## src/rtl/cwf_pkg.sv

```systemverilog
package cwf_pkg;
  localparam int CWF_ADDR_W      = 32;
  localparam int CWF_DATA_W      = 32;
  localparam int CWF_LINE_WORDS  = 8;
  localparam int CWF_QUEUE_DEPTH = 2;
endpackage

```

## src/rtl/cwf_miss_queue.sv

```systemverilog
module cwf_miss_queue #(
  parameter int WIDTH = 32,
  parameter int DEPTH = 2
) (
  input  logic             clk,
  input  logic             rst_n,
  input  logic             push,
  input  logic [WIDTH-1:0] push_data,
  input  logic             pop,
  output logic [WIDTH-1:0] head_data,
  output logic             empty,
  output logic             full
);
  localparam int PTR_W = (DEPTH > 1) ? $clog2(DEPTH) : 1;
  localparam int CNT_W = $clog2(DEPTH + 1);

  logic [WIDTH-1:0] slot_q [DEPTH];
  logic [PTR_W-1:0] wr_ptr_q, wr_ptr_d, rd_ptr_q, rd_ptr_d;
  logic [CNT_W-1:0] cnt_q, cnt_d;

  function automatic logic [PTR_W-1:0] ptr_inc(input logic [PTR_W-1:0] p);
    return (p == PTR_W'(DEPTH - 1)) ? '0 : p + 1'b1;
  endfunction

  always_comb begin
    wr_ptr_d = wr_ptr_q;
    rd_ptr_d = rd_ptr_q;
    cnt_d    = cnt_q;
    if (push) wr_ptr_d = ptr_inc(wr_ptr_q);
    if (pop)  rd_ptr_d = ptr_inc(rd_ptr_q);
    if (push && !pop) cnt_d = cnt_q + 1'b1;
    else if (pop && !push) cnt_d = cnt_q - 1'b1;
  end

  always_ff @(posedge clk or negedge rst_n) begin
    if (!rst_n) begin
      wr_ptr_q <= '0;
      rd_ptr_q <= '0;
      cnt_q    <= '0;
    end else begin
      wr_ptr_q <= wr_ptr_d;
      rd_ptr_q <= rd_ptr_d;
      cnt_q    <= cnt_d;
    end
  end

  always_ff @(posedge clk) begin
    if (push) slot_q[wr_ptr_q] <= push_data;
  end

  assign head_data = slot_q[rd_ptr_q];
  assign empty     = (cnt_q == '0);
  assign full      = (cnt_q == CNT_W'(DEPTH));
endmodule

```

## src/rtl/cwf_beat_seq.sv

```systemverilog
module cwf_beat_seq #(
  parameter int WORDS = 8,
  localparam int IDX_W = $clog2(WORDS)
) (
  input  logic             clk,
  input  logic             rst_n,
  input  logic             step,
  input  logic [IDX_W-1:0] crit_idx,
  output logic [IDX_W-1:0] word_idx,
  output logic             first_beat,
  output logic             last_beat
);
  logic [IDX_W-1:0] beat_q, beat_d;

  assign first_beat = (beat_q == '0);
  assign last_beat  = (beat_q == IDX_W'(WORDS - 1));
  // WORDS is a power of two, so the IDX_W-bit sum wraps inside the line
  assign word_idx   = crit_idx + beat_q;

  always_comb begin
    beat_d = beat_q;
    if (step) beat_d = last_beat ? '0 : beat_q + 1'b1;
  end

  always_ff @(posedge clk or negedge rst_n) begin
    if (!rst_n) beat_q <= '0;
    else        beat_q <= beat_d;
  end
endmodule

```

## src/rtl/cwf_parity_gen.sv

```systemverilog
module cwf_parity_gen #(
  parameter int DATA_W = 32
) (
  input  logic [DATA_W-1:0] data,
  output logic              par
);
  assign par = ^data;
endmodule

```

## src/rtl/cwf_fill_unit.sv

```systemverilog
module cwf_fill_unit
  import cwf_pkg::*;
#(
  parameter int ADDR_W      = CWF_ADDR_W,
  parameter int DATA_W      = CWF_DATA_W,
  parameter int LINE_WORDS  = CWF_LINE_WORDS,
  parameter int QUEUE_DEPTH = CWF_QUEUE_DEPTH,
  localparam int IDX_W      = $clog2(LINE_WORDS),
  localparam int OFF_W      = $clog2(DATA_W / 8),
  localparam int LINE_OFF_W = IDX_W + OFF_W
) (
  input  logic              clk,
  input  logic              rst_n,
  input  logic              miss_valid,
  input  logic [ADDR_W-1:0] miss_addr,
  output logic              miss_ready,
  input  logic              dep_hold,
  output logic              hit_allowed,
  output logic              mem_req_valid,
  output logic [ADDR_W-1:0] mem_req_addr,
  input  logic              mem_rsp_valid,
  input  logic [DATA_W-1:0] mem_rsp_data,
  output logic              crit_valid,
  output logic [DATA_W-1:0] crit_data,
  output logic              wr_en,
  output logic [IDX_W-1:0]  wr_idx,
  output logic [DATA_W-1:0] wr_data,
  output logic              wr_parity,
  output logic [ADDR_W-1:0] wr_line_addr,
  output logic              line_valid_set,
  output logic [ADDR_W-1:0] line_valid_addr
);
  logic [1:0]        rst_sync_q;
  logic              rst_int_n;
  logic [ADDR_W-1:0] head_addr, line_base;
  logic              q_empty, q_full, busy, accept, push, pop;
  logic [IDX_W-1:0]  crit_idx, word_idx;
  logic              first_beat, last_beat;
  logic              done_q, done_d;
  logic [ADDR_W-1:0] done_addr_q, done_addr_d;

  // asynchronous assertion, synchronous release
  always_ff @(posedge clk or negedge rst_n) begin
    if (!rst_n) rst_sync_q <= '0;
    else        rst_sync_q <= {rst_sync_q[0], 1'b1};
  end
  assign rst_int_n = rst_sync_q[1];

  assign push       = miss_valid && !q_full;
  assign miss_ready = !q_full;

  cwf_miss_queue #(.WIDTH(ADDR_W), .DEPTH(QUEUE_DEPTH)) queue_i (
    .clk      (clk),
    .rst_n    (rst_int_n),
    .push     (push),
    .push_data(miss_addr),
    .pop      (pop),
    .head_data(head_addr),
    .empty    (q_empty),
    .full     (q_full)
  );

  assign busy      = !q_empty;
  assign crit_idx  = head_addr[OFF_W +: IDX_W];
  assign line_base = head_addr & ~ADDR_W'((1 << LINE_OFF_W) - 1);
  assign accept    = busy && mem_rsp_valid;
  assign pop       = accept && last_beat;

  cwf_beat_seq #(.WORDS(LINE_WORDS)) seq_i (
    .clk       (clk),
    .rst_n     (rst_int_n),
    .step      (accept),
    .crit_idx  (crit_idx),
    .word_idx  (word_idx),
    .first_beat(first_beat),
    .last_beat (last_beat)
  );

  cwf_parity_gen #(.DATA_W(DATA_W)) par_i (
    .data(mem_rsp_data),
    .par (wr_parity)
  );

  assign mem_req_valid = busy;
  assign mem_req_addr  = line_base | (ADDR_W'(word_idx) << OFF_W);

  assign wr_en        = accept;
  assign wr_idx       = word_idx;
  assign wr_data      = mem_rsp_data;
  assign wr_line_addr = line_base;
  assign crit_valid   = accept && first_beat;
  assign crit_data    = mem_rsp_data;
  assign hit_allowed  = !(busy && dep_hold);

  always_comb begin
    done_d      = pop;
    done_addr_d = done_addr_q;
    if (pop) done_addr_d = line_base;
  end

  always_ff @(posedge clk or negedge rst_int_n) begin
    if (!rst_int_n) begin
      done_q      <= 1'b0;
      done_addr_q <= '0;
    end else begin
      done_q      <= done_d;
      done_addr_q <= done_addr_d;
    end
  end

  assign line_valid_set  = done_q;
  assign line_valid_addr = done_addr_q;
endmodule

```

## config.mk

```make
export PLATFORM = sky130hd
export DESIGN_NAME = cwf_fill_unit
export DESIGN_NICKNAME = d
export VERILOG_FILES = /design/src/rtl/cwf_pkg.sv /design/src/rtl/cwf_miss_queue.sv /design/src/rtl/cwf_beat_seq.sv /design/src/rtl/cwf_parity_gen.sv /design/src/rtl/cwf_fill_unit.sv
export SDC_FILE = /design/constraint.sdc
export NUM_CORES = 1
export LEC_CHECK = 0
export ABC_AREA = 1
export BUFFER_PORTS_ARGS = -buffer_cell sky130_fd_sc_hd__buf_2
export CAP_MARGIN = 20
export CORE_AREA = 2 2 121 123
export CTS_BUF_LIST = sky130_fd_sc_hd__clkbuf_16
export DETAILED_ROUTE_END_ITERATION = 8
export DIE_AREA = 0 0 123 125
export HOLD_SLACK_MARGIN = 0.08
export PLACE_DENSITY = 0.67
export SKIP_CTS_REPAIR_TIMING = 1
export SLEW_MARGIN = 20
export SYNTH_ARGS = -nofsm -noshare
export SYNTH_HDL_FRONTEND = slang
export SYNTH_SLANG_ARGS = --single-unit
```

## constraint.sdc

```tcl
create_clock -name clk -period 4.6 [get_ports clk]
set_clock_uncertainty 0.2 [all_clocks]
set_input_delay 0.23 -clock clk [delete_from_list [all_inputs] [get_ports clk]]
set_output_delay 0.23 -clock clk [all_outputs]
set_load 0.1 [all_outputs]
```

Yosys cells after proc, flatten, opt, wreduce, memory -nomap -nowiden
Memory sizes are Yosys's and may differ from the RTL's.
Index checks and enable logic that the tools add are counted.
{"block": "totals", "n_memories": 1, "out_inout_bits": 170, "ff_bits": 37, "ram_bits": 64}
{"block": "op_classes", "eq_ne": 2, "n_reduce_logical": 16, "n_addsub": 6, "n_mux": 7, "bitwise_logic": 1}
{"name": "queue_i.slot_q", "depth": 2, "width": 32, "read_ports": 1, "rd_ports_with_merged_regs": 0, "write_ports": 1, "line_no": "cwf_miss_queue.sv:17", "rtl": "logic [WIDTH-1:0] slot_q [DEPTH];"}
{"op": "32-bit by 5-bit OR with 32-bit output", "count": 1}
{"op": "32-bit XOR reduction", "count": 1}
{"op": "1-bit logical AND", "count": 7}
{"op": "1-bit zero test", "count": 5}
{"op": "1-bit two-way mux", "count": 4}
{"op": "2-bit two-way mux", "count": 2}
{"op": "3-bit by 1-bit adder with 3-bit output (second input constant)", "count": 1}
{"op": "3-bit adder", "count": 1}
{"op": "3-bit equality test (second input constant)", "count": 1}
{"op": "3-bit zero test", "count": 1}
{"op": "3-bit two-way mux", "count": 1}
{"op": "1-bit adder (second input constant)", "count": 2}
{"op": "2-bit by 1-bit adder with 2-bit output (second input constant)", "count": 1}
{"op": "2-bit equality test (second input constant)", "count": 1}
{"op": "2-bit zero test", "count": 1}
{"op": "2-bit nonzero test", "count": 1}
{"op": "2-bit by 1-bit subtractor with 2-bit output (second input constant)", "count": 1}

Longest topological paths before layout
{"block": "depth", "ltp_word": 7, "ltp_mapped": 12}

By module
Synthesis repeated with hierarchy kept, for this count alone.
{"block": "unflattened", "hier_cells": 612, "hier_area_um2": 5800.6}
{"module": "cwf_miss_queue", "n_inst": 1, "cells_each": 125, "area_per_inst_um2": 2668.8}
{"module": "cwf_fill_unit", "n_inst": 1, "cells_each": 240, "area_per_inst_um2": 2062.0}
{"module": "cwf_parity_gen", "n_inst": 1, "cells_each": 215, "area_per_inst_um2": 825.8}
{"module": "cwf_beat_seq", "n_inst": 1, "cells_each": 32, "area_per_inst_um2": 244.0}

Worst setup path after synthesis
OpenSTA, ideal clock, no wires.
{"block": "synth_path", "kind": "flip-flop to output port", "start": "register queue_i.rd_ptr_q", "end": "output wr_idx[2]", "stages_incl_launch_ff": 10, "required_ns": 4.170, "arrival_ns": 3.489, "path_slack_ns": 0.681, "path_buffers": 2, "path_cell_list": "dfrtp_1 inv_1 buf_2 nand2_1 nand2_1 ha_1 fa_1 xnor2_1 xnor2_1 buf_4"}
{"block": "synth_between", "elab_chain_len": 2}
{"item": "start: declaration", "line_no": "cwf_miss_queue.sv:18", "rtl": "logic [PTR_W-1:0] wr_ptr_q, wr_ptr_d, rd_ptr_q, rd_ptr_d;"}
{"item": "start signal: assignment", "line_no": "cwf_miss_queue.sv:42", "rtl": "rd_ptr_q <= rd_ptr_d;"}
{"item": "memory read 2 x 32 bit"}
{"item": "3-bit adder", "line_no": "cwf_beat_seq.sv:18", "rtl": "assign word_idx = crit_idx + beat_q;"}
{"item": "end: declaration", "line_no": "cwf_fill_unit.sv:26", "rtl": "output logic [IDX_W-1:0] wr_idx,"}
No other way between the ends.

Worst setup path in the final report
{"block": "layout_path", "start": "register queue_i.rd_ptr_q", "end": "output mem_req_addr[4]"}
{"block": "layout_between", "elab_chain_len": 3}
{"item": "memory read 2 x 32 bit"}
{"item": "3-bit adder", "line_no": "cwf_beat_seq.sv:18"}
{"item": "32-bit by 5-bit OR with 32-bit output", "line_no": "cwf_fill_unit.sv:85", "rtl": "assign mem_req_addr = line_base | (ADDR_W'(word_idx) << OFF_W);"}
{"item": "end: declaration", "line_no": "cwf_fill_unit.sv:20", "rtl": "output logic [ADDR_W-1:0] mem_req_addr,"}
No other way between the ends.

==> reports/qor.yml <==
timing:
  post-route-period-util: 0.704
  slew_viol_final: 0
  tns_ps: 0
  max_slew_margin: 0.381
  fmax_mhz: 309
  holdWs_ps: 74.7
  final_hold_viol_count: 0
  rsz0062_at_grt: "no"
  setup_violations: 0
  tightest_slew_ps: 927
  fin_crit_ps: 3240
critical_path:
  path_class: "reg -> out"
  rrSetupSlack_ps: 2030
  crit_path_max_fanout: 11
  cp.depth: 8
  required_ps: 4170
  reg2reg_from: "seq_i.beat_q[1]"
  worstSetupStartpointType: "flop"
  reg2reg_to: "queue_i.cnt_q[1]"
  max_stage_delay_ps: 520
  cpLargestDelayFamily: "buffers and inverters"
  cp_cell_sequence: "inv_1 > nand2_1 > nand2_1 > ha_1 > fa_1 > xnor2_1 > xnor2_1 > buf_2"
  reg2regPathDepth: 9
  worstPathArrival_ps: 2810
  worst_path_max_delay_cell: "dfrtp_1"
  crit_buf_inv: 2
  end_kind: "output pin"
floorplan:
  die_x_um: 123
  fp.dieH_um: 125
  fp.coreArea_um2: 14200
  die-area_um2: 15400
  row_count: 44
  ios: 239
  start_util: 0.376
route:
  drt_pass1_iterations: 4
  drc: 0
  wl_per_cell_um: 11.2
  vias: 4188
  drt.antenna.violating_nets: 0
  vias_per_cell: 4.23
  totalWireLength_um: 11100
  first_iter_violations: 168
synth:
  synth-seq-cells: 97
  yosysTopAreaCellShare: 0.337
  syn_area_um2: 5340
  ys_seq_area_frac: 0.511
  syn_inst: 638
  synthTopCellsByArea: "edfxtp_1 34%, nand2_1 24%, dfrtp_1 17%, buf_4 15%, inv_1 2.7%"
  synth_area_leader_cell: "edfxtp_1"
  yosysUniqueCellTypes: 20
  syn_avg_cell_area_um2: 8.37
  ys_warn_count: 0
place:
  place_congestion: 0.759
  dpl.hpwl_um: 8010
  port_buffers: 224
  place_area_um2: 5900
  placed_cells: 942
finish:
  stdcell_area_um2: 6540
  fillers: 1339
  drive_gt1_frac: 0.309
  finalNonFillerCells: 991
  area_delta_synth_final_pct: 22.4
  nNetsFinal: 876
hold_path:
  whs_endpoint: "line_valid_set"
  hold_path.class: "in -> reg"
  holdPathStages: 3
  hold_start: "mem_rsp_valid"
global_route:
  gr-usage-all-layers: 0.142
  antenna_found_initial: 1
  grt_overflow_total: 0
  grt_pass1_wl_um: 16900
  grt_start_max_net_pins: 36
  grt_pass1_vias: 3561
cts:
  cts_root_buf: "clkbuf_16"
  clk_latency_ps: 340
  cts.sinks: 97
  cts-buffers-inserted: 9
  clk_path_buf_depth: 2
  clk_pin_slew_worst_paths_ps: 70
  cts_tree: "yes"
  htree_levels: 3
job:
  max_cap_viol_count: 0
outcome:
  run_status: "completed"
worst reg2reg max path, delay by kind of cell (launching register included):
kind	cells	cell delay (ps)
simple gates	1	440
fa+ha+maj	3	690
flops	1	400
xor+xnor	1	150
compound gates	2	220
buf+inv	2	360
metal layers:
metal | track usage | part of all wire
met1 | 0.162 | 0.40
met4 | 0.0561 | 0.019
met5 | 0 | 0
met2 | 0.255 | 0.51
met3 | 0.0301 | 0.064
kinds of logic after synthesis:
logic type                 synth area share
DFF                                   0.511
buffers and inverters                 0.191
and+or+nand+nor                       0.260
adders and majority gates            0.0155
AOI/OAI and AO/OA                   0.00469
xor gates and xnor gates             0.0164
other                               0.00141
how the worst max path moves through the flow:
stage                                 from         endpoint  slack (ps)
after floorplan           queue_i.rd_ptr_q        wr_idx[2]         680
after global placement    queue_i.rd_ptr_q        wr_idx[2]        1670
after detailed placement  queue_i.rd_ptr_q  mem_req_addr[4]        1690
after CTS                 queue_i.rd_ptr_q  mem_req_addr[4]        1300
after global routing      queue_i.rd_ptr_q  mem_req_addr[4]        1090
final                     queue_i.rd_ptr_q  mem_req_addr[4]        1360
layout by cell type (no fill, tap or decap), drive strengths merged:
cell,count
xor2,4
buf,226
edfxtp,60
xnor2,6
conb,13
clkinv,3
nor2,8
fa,1
a21oi,1
dlygate4sd3,32
inv,44
o21ai,4
nand3,5
nand2,347
clkbuf,9
dfrtp,37
ha,5
bufinv,1
diode,1
area by class of cell:
type	count	area [um2]	area share
inverter	41	156	0.0239
multi-input combinational	394	1650	0.252
sequential	97	2730	0.418
timing repair buffer	258	1460	0.223
tap	184	230	0.0352
clock buffer	9	225	0.0345
antenna	1	2.50	0.000383
clock inverter	7	87.6	0.0134
synthesized netlist by cell type:
cell type,n
buf_2,9
o21ai_0,4
nor2_8,1
buf_4,106
edfxtp_1,60
nand2_1,345
buf_6,2
inv_1,39
inv_4,1
nand2_4,2
dfrtp_1,37
a21oi_1,1
xor2_1,4
inv_2,1
xnor2_1,6
conb_1,2
nor2_1,7
nand3_1,5
fa_1,1
ha_1,5
registers in the layout (all words and copies together), names as in the netlist:
register / flops
line_valid_addr: 27
queue_i.cnt_q: 2
queue_i.slot_q: 60
queue_i.wr_ptr_q: 1
rst_sync_q: 2
seq_i.beat_q: 3
queue_i.rd_ptr_q: 1
line_valid_set: 1
stage by stage:
step,utilization,setup slack [ps]
2_1_floorplan,-,681
6_report,0.460,1360
5_1_grt,0.460,1090
3_3_place_gp,0.415,1670
4_1_cts,0.437,1300
3_5_place_dp,0.415,1690
Power is left out: the tool's default activity adds up to more than one toggle a clock period on the data nets, which glitch-free logic cannot reach.
